$ cat src/rtl/gup_pkg.sv
// Package: gup_pkg
// Shared constants for the utility port register: field positions on the
// data bus (these are behavioural, the pin wiring depends on them) and the
// pin classification used by the pin driver.
package gup_pkg;

    localparam int DATA_W    = 8;
    localparam int GPI_HI    = 7;
    localparam int GPI_LO    = 6;
    localparam int GPO_HI    = 5;
    localparam int GPO_LO    = 2;
    localparam int BURST_BIT = 1;
    localparam int SYNC_BIT  = 0;
    localparam int GPI_W     = GPI_HI - GPI_LO + 1;
    localparam int GPO_W     = GPO_HI - GPO_LO + 1;

    typedef enum logic [1:0] {
        PIN_IN   = 2'd0,
        PIN_OUT  = 2'd1,
        PIN_FLAG = 2'd2
    } pin_kind_e;

    // Classify a bus bit by the field it belongs to.
    function automatic pin_kind_e pin_kind(input int idx);
        if (idx >= GPI_LO) return PIN_IN;
        if (idx >= GPO_LO) return PIN_OUT;
        return PIN_FLAG;
    endfunction

endpackage

$ cat src/rtl/gup_decode.sv
// Module: gup_decode
// Turns the access strobe into write-hit and read-hit for one register
// address. Assumes strobe, direction and address are stable around the edge.
module gup_decode #(
    parameter int              ADDR_W   = 4,
    parameter logic [ADDR_W-1:0] REG_ADDR = 'hE
) (
    input  logic              acc_sel,
    input  logic              acc_wr,
    input  logic [ADDR_W-1:0] acc_addr,
    output logic              wr_hit,
    output logic              rd_hit
);

    logic addr_match;

    // Address compare and direction split.
    always_comb begin
        addr_match = (acc_addr == REG_ADDR);
        wr_hit     = acc_sel &  acc_wr & addr_match;
        rd_hit     = acc_sel & ~acc_wr & addr_match;
    end

endmodule

$ cat src/rtl/gup_store.sv
// Module: gup_store
// Read/write storage field, loaded on a write hit, cleared by synchronous
// active-low reset. Holds its value on every other cycle.
module gup_store #(
    parameter int W = 4
) (
    input  logic         clk,
    input  logic         rst_n,
    input  logic         wr_en,
    input  logic [W-1:0] d,
    output logic [W-1:0] q
);

    // Storage update with synchronous clear.
    always_ff @(posedge clk) begin
        if (!rst_n)     q <= '0;
        else if (wr_en) q <= d;
    end

endmodule

$ cat src/rtl/gup_pin_drive.sv
// Module: gup_pin_drive
// Per-pin output enable and value. Serial mode: input pins released, storage
// and flag pins always driven from the live word. Parallel mode: the whole bus
// carries the read word only while a read hit is active.
module gup_pin_drive
    import gup_pkg::*;
(
    input  logic              ser_mode,
    input  logic              rd_hit,
    input  logic [DATA_W-1:0] live_word,
    input  logic [DATA_W-1:0] rd_word,
    output logic [DATA_W-1:0] pin_oe,
    output logic [DATA_W-1:0] pin_out
);

    for (genvar i = 0; i < DATA_W; i++) begin : g_pin
        localparam pin_kind_e KIND = pin_kind(i);
        if (KIND == PIN_IN) begin : g_in
            // Input pins: released in serial mode, read copy in parallel mode.
            always_comb begin
                pin_oe[i]  = ~ser_mode & rd_hit;
                pin_out[i] = (~ser_mode & rd_hit) ? rd_word[i] : 1'b0;
            end
        end else begin : g_drv
            // Storage and flag pins: always driven in serial mode.
            always_comb begin
                if (ser_mode) begin
                    pin_oe[i]  = 1'b1;
                    pin_out[i] = live_word[i];
                end else begin
                    pin_oe[i]  = rd_hit;
                    pin_out[i] = rd_hit ? rd_word[i] : 1'b0;
                end
            end
        end
    end

endmodule

$ cat src/rtl/gpio_util_port.sv
// Module: gpio_util_port
// Utility port register at one control-port address: two live pin inputs,
// four stored outputs, two live status flags. Drives the shared pin bus
// according to control mode. Assumes status flags are synchronous to clk.
module gpio_util_port
    import gup_pkg::*;
#(
    parameter int              ADDR_W   = 4,
    parameter logic [ADDR_W-1:0] REG_ADDR = 'hE
) (
    input  logic              clk,
    input  logic              rst_n,
    input  logic              ser_mode,
    input  logic              acc_sel,
    input  logic              acc_wr,
    input  logic [ADDR_W-1:0] acc_addr,
    input  logic [DATA_W-1:0] acc_wdata,
    input  logic [DATA_W-1:0] pin_in,
    input  logic              burst_flag,
    input  logic              csync_n,
    output logic [DATA_W-1:0] acc_rdata,
    output logic [DATA_W-1:0] pin_oe,
    output logic [DATA_W-1:0] pin_out
);

    logic             wr_hit;
    logic             rd_hit;
    logic [GPO_W-1:0] store_q;
    logic [GPI_W-1:0] gpi_val;
    logic [DATA_W-1:0] live_word;
    logic [DATA_W-1:0] rd_word;
    logic             unused_bits;

    gup_decode #(.ADDR_W(ADDR_W), .REG_ADDR(REG_ADDR)) u_dec (
        .acc_sel (acc_sel),
        .acc_wr  (acc_wr),
        .acc_addr(acc_addr),
        .wr_hit  (wr_hit),
        .rd_hit  (rd_hit)
    );

    gup_store #(.W(GPO_W)) u_store (
        .clk  (clk),
        .rst_n(rst_n),
        .wr_en(wr_hit),
        .d    (acc_wdata[GPO_HI:GPO_LO]),
        .q    (store_q)
    );

    // Assemble live and read words from pins, storage and flags.
    always_comb begin
        gpi_val   = ser_mode ? pin_in[GPI_HI:GPI_LO] : '0;
        live_word = '0;
        live_word[GPO_HI:GPO_LO] = store_q;
        live_word[BURST_BIT]     = burst_flag;
        live_word[SYNC_BIT]      = csync_n;
        rd_word   = live_word;
        rd_word[GPI_HI:GPI_LO]   = gpi_val;
        acc_rdata = rd_hit ? rd_word : '0;
    end

    // Bits that carry no function here, folded so nothing is left dangling.
    assign unused_bits = ^{pin_in[GPO_HI:0], acc_wdata[GPI_HI:GPI_LO],
                           acc_wdata[BURST_BIT:SYNC_BIT]};

    gup_pin_drive u_drv (
        .ser_mode (ser_mode),
        .rd_hit   (rd_hit),
        .live_word(live_word),
        .rd_word  (rd_word),
        .pin_oe   (pin_oe),
        .pin_out  (pin_out)
    );

endmodule

$ cat config.mk
export PLATFORM = sky130hd
export DESIGN_NAME = gpio_util_port
export DESIGN_NICKNAME = d
export VERILOG_FILES = /design/src/rtl/gup_pkg.sv /design/src/rtl/gup_decode.sv /design/src/rtl/gup_store.sv /design/src/rtl/gup_pin_drive.sv /design/src/rtl/gpio_util_port.sv
export SDC_FILE = /design/constraint.sdc
export NUM_CORES = 1
export LEC_CHECK = 0
export BUFFER_PORTS_ARGS = -buffer_cell sky130_fd_sc_hd__clkbuf_2
export CAP_MARGIN = 20
export CORE_AREA = 2 2 39 41
export DETAILED_ROUTE_END_ITERATION = 8
export DIE_AREA = 0 0 41 43
export HOLD_SLACK_MARGIN = 0.1
export PLACE_DENSITY = 0.86
export SLEW_MARGIN = 20
export SYNTH_ARGS = -nofsm -noshare
export SYNTH_HDL_FRONTEND = slang
export SYNTH_SLANG_ARGS = --single-unit
export TNS_END_PERCENT = 1
$ cat constraint.sdc
create_clock -name clk -period 2.1 [get_ports clk]
set_input_delay 0.42 -clock clk [delete_from_list [all_inputs] [get_ports clk]]
set_output_delay 0.42 -clock clk [all_outputs]
set_load 0.02 [all_outputs]
# After elaboration in Yosys (flattened, before gate mapping)
# Index checks and enable logic that the tools add are counted.
[totals]
ff_bits = 4
inputBits = 27
out_inout_bits = 24
[op_classes]
muxes = 17
n_bitwise = 7
n_eq_ne = 1
[ops]
columns = ["cell", "count"]
rows = [
  ["1-bit two-way mux", 15],
  ["8-bit two-way mux", 1],
  ["1-bit AND", 5],
  ["4-bit == test, second input constant", 1],
  ["2-bit two-way mux", 1],
  ["1-bit NOT", 2],
]

# Logic depth before layout (Yosys ltp)
[depth]
depth_word = 5
depth_mapped = 4
ltp_nobuf = 3

# Cells and area by module
# A second synthesis with hierarchy kept.
[unflattened]
hier_cells = 45
hier_area_um2 = 410.4
[modules_own_cells]
columns = ["module", "instances", "seq_area_each_um2", "area_each_um2", "cells_each"]
rows = [
  ["gup_store", 1, 80.1, 156.4, 13],
  ["gup_pin_drive", 1, 0.0, 136.4, 17],
  ["gpio_util_port", 1, 0.0, 73.8, 11],
  ["gup_decode", 1, 0.0, 43.8, 4],
]

# Worst setup path after synthesis
# No wires, ideal clock.
[synth_path]
path_type = "in2out"
start = "in acc_addr[0]"
end = "out pin_oe[7]"
t_arrival_ps = 1465
cell_stages = 3
setup_slack_ps = 215
path_buffers = 1
path_cell_list = "nand4b_4 nor3_1 buf_4"
[synth_via]
elab_chain_cells = 3
[synth_lines]
columns = ["element", "line_no", "rtl"]
rows = [
  ["start: declaration", "gpio_util_port.sv:16", "input logic [ADDR_W-1:0] acc_addr,"],
  ["4-bit == test", "gup_decode.sv:19", "addr_match = (acc_addr == REG_ADDR);"],
  ["1-bit AND", "gup_decode.sv:21", "rd_hit = acc_sel & ~acc_wr & addr_match;"],
  ["1-bit AND", "-", ""],
  ["end: declaration", "gpio_util_port.sv:22", "output logic [DATA_W-1:0] pin_oe,"],
]
# No other way between the ends.

# Worst setup path after layout
[layout_path]
start = "in acc_addr[0]"
end = "out pin_out[1]"
[layout_via]
elab_chain_cells = 4
[layout_lines]
columns = ["element", "line_no", "rtl"]
rows = [
  ["4-bit == test", "gup_decode.sv:19", ""],
  ["1-bit AND", "gup_decode.sv:21", ""],
  ["1-bit two-way mux", "gup_pin_drive.sv:32", "pin_out[i] = rd_hit ? rd_word[i] : 1'b0;"],
  ["1-bit two-way mux", "gup_pin_drive.sv:27", "if (ser_mode) begin"],
  ["end: declaration", "gpio_util_port.sv:23", "output logic [DATA_W-1:0] pin_out"],
]
# No other way between the ends.

==> results.toml <==
[setup_path]
cp-end-kind = "output pin"
crit_arrival_ps = 1300
worstSetupPathType = "in2out"
cp_max_fo = 7
ff2ff_path_depth = 2
r2r_setup_slack_ps = 1520
r2r_start = "u_store.q[3]"
cp_data_required_time_ps = 1680
r2r-end = "u_store.q[3]"
start_kind = "primary input"

[cells_and_area]
mostFrequentLayoutCells = "clkbuf_2, nand2_1, and2_1, nor2b_2"
layout-drive-gt1-share_pct = 65.4
largest_reg_flops = 4
nets = 110
syn_to_final_growth_pct = 42.2
num_antenna_cells = 0
top_regs = "u_store.q: 4 flops"
fin_area_um2 = 582
final_cell_count_no_fill = 97
post-route-util_pct = 42.0
layout_commonest_cell = "clkbuf_2"
top_register = "u_store.q"

[cts]
hold_buffers = 0
cts_sinks = 4
clockBufferDepth = 2
cts_setup_buffers = 0
cts_resized = 0
htree_levels = 1
cts_tree = "done"
cts-root-buf = "clkbuf_4"
cts_buffers = 3
clkSlewWorstSetupHoldPaths_ps = 40
clk_latency_ps = 240

[status]
status = "finished clean"

[routing]
wl_um = 894
avgViaCountPerCell = 4.27
routedWlPerCell_um = 9.22
dr.pass1.iters = 4
ant_nets = 0
dr.first_iter.drc_count = 3
drc = 0
dr_total_vias = 414

[global_route]
grt-ovfl-total = 0
grt_usage_pct = 10.2
grt_pass1_vias = 297
grt_max_degree = 9
grt_pass1_wl_um = 1160
antenna_found_initial = 0

[power_and_ir_drop]
clockPowerShare_pct = 41.0
power_frac_comb_pct = 26.7
power.leakage_nw = 0.320
switching_share_pct = 30.1
power_density_nw_per_um2 = 412
p_sw_uw = 72.2
power.internal_uw = 167
seqPwrFrac_pct = 32.2
vdd.ir_drop.worst_mv = 0.407

[timing]
period_share_pct = 81.7
fin_skew_ps = 0
hold_violations = 0
maxSlewViolCount = 0
fmax_mhz = 583
finalSetupTns_ps = 0
min_period_ps = 1720
setup_violations = 0
finalWorstSetupSlack_ps = 384
rsz0062_at_grt = "no"

[placed_design]
hpwl_um = 757
dpl_cell_area_um2 = 559
io_buffers = 38
place_congestion = 0.618
dp_cells = 94
pre_cts_ws_ps = 374

[synth]
synthTopCellsByArea = "dfxtp_1, buf_4, nor2b_2"
syn_inst = 48
yosysTopAreaCell = "dfxtp_1"
synth_top_area_share_pct = 19.6
synth_cell_types = 15
mappedNetlistArea_um2 = 409
synth-warning-count = 0
syn_avg_cell_area_um2 = 8.52
ys_seq_area_share_pct = 19.6
ys_ff_latch = 4

[hold_path]
hold_path.class = "in2reg"
holdPathStages = 3
hold_start = "acc_wdata[2]"
worst_hold_path.endpoint = "u_store.q[0]"

[die]
start_util_pct = 29.6
core_um2 = 1380
die_h_um = 43
ioPinCount = 51
dieArea_um2 = 1760
die_w_um = 41
row_count = 14

[run]
max_cap_violations = 0
-- cells by family (layout without fill, tap and decap cells) --
| group | count (synthesis) | count (layout) | synth area share (%) |
|---|---|---|---|
| AO/OA/AOI/OAI | 1 | 1 | 3.98 |
| buffers and inverters | 10 | 42 | 16.5 |
| multiplexers | 4 | 4 | 9.79 |
| AND/OR/NAND/NOR | 28 | 28 | 49.2 |
| flip-flops | 4 | 4 | 19.6 |
| other | 1 | 2 | 0.917 |
-- cell type report --
class	count	area [um2]
inverter	1	3.75
timing repair buffer	38	190
clock buffer	3	22.5
sequential	4	80.1
fill	149	802
multi-input combinational	35	265
tap	16	20.0
-- worst max path at each step --
stage                            from          to  slack (ps)  cells after the start
after global placement    acc_addr[0]  pin_out[5]         380                      5
final                     acc_addr[0]  pin_out[1]         380                      5
after CTS                 acc_addr[0]  pin_out[1]         370                      5
after detailed placement  acc_addr[0]  pin_out[1]         370                      5
after global routing      acc_addr[0]   pin_oe[0]         330                      5
after floorplan           acc_addr[0]   pin_oe[7]         210                      3
-- worst max-delay path: stages --
cell and delay (ps):
clkbuf_2 80, nand4b_4 210, o21ba_4 300, nor2b_2 110, clkbuf_2 170
-- synthesized netlist by cell type --
cell,number
nand2_1,9
buf_4,8
and2_1,6
nor2b_2,6
dfxtp_1,4
mux2i_1,4
and3_1,2
nor2_4,2
clkbuf_1,1
conb_1,1
inv_2,1
nand2b_4,1
nand4b_4,1
nor3_1,1
o21ba_4,1
-- power by group through the flow --
stage | combinational, mW | sequential (mW) | clock, mW
after CTS | 0.0652 | 0.0772 | 0.104
after global routing | 0.0702 | 0.0772 | 0.105
after global placement | 0.0636 | 0.0784 | 0
final | 0.0641 | 0.0773 | 0.0983
after floorplan | 0.0472 | 0.0784 | 0
after detailed placement | 0.0649 | 0.0785 | 0
-- through the flow --
step,hold slack (ps),total power [mW]
final,414,0.240
after global routing,421,0.253
after CTS,409,0.246
after floorplan,438,0.126
after detailed placement,465,0.143
after global placement,449,0.142
-- metal layers --
layer | wire, um | track usage [%]
met1 | 339 | 10.3
met2 | 398 | 15.6
met3 | 133 | 3.66
met4 | 22 | 8.00
met5 | 0 | 0
No activity file was read; power rests on OpenSTA's default activity.
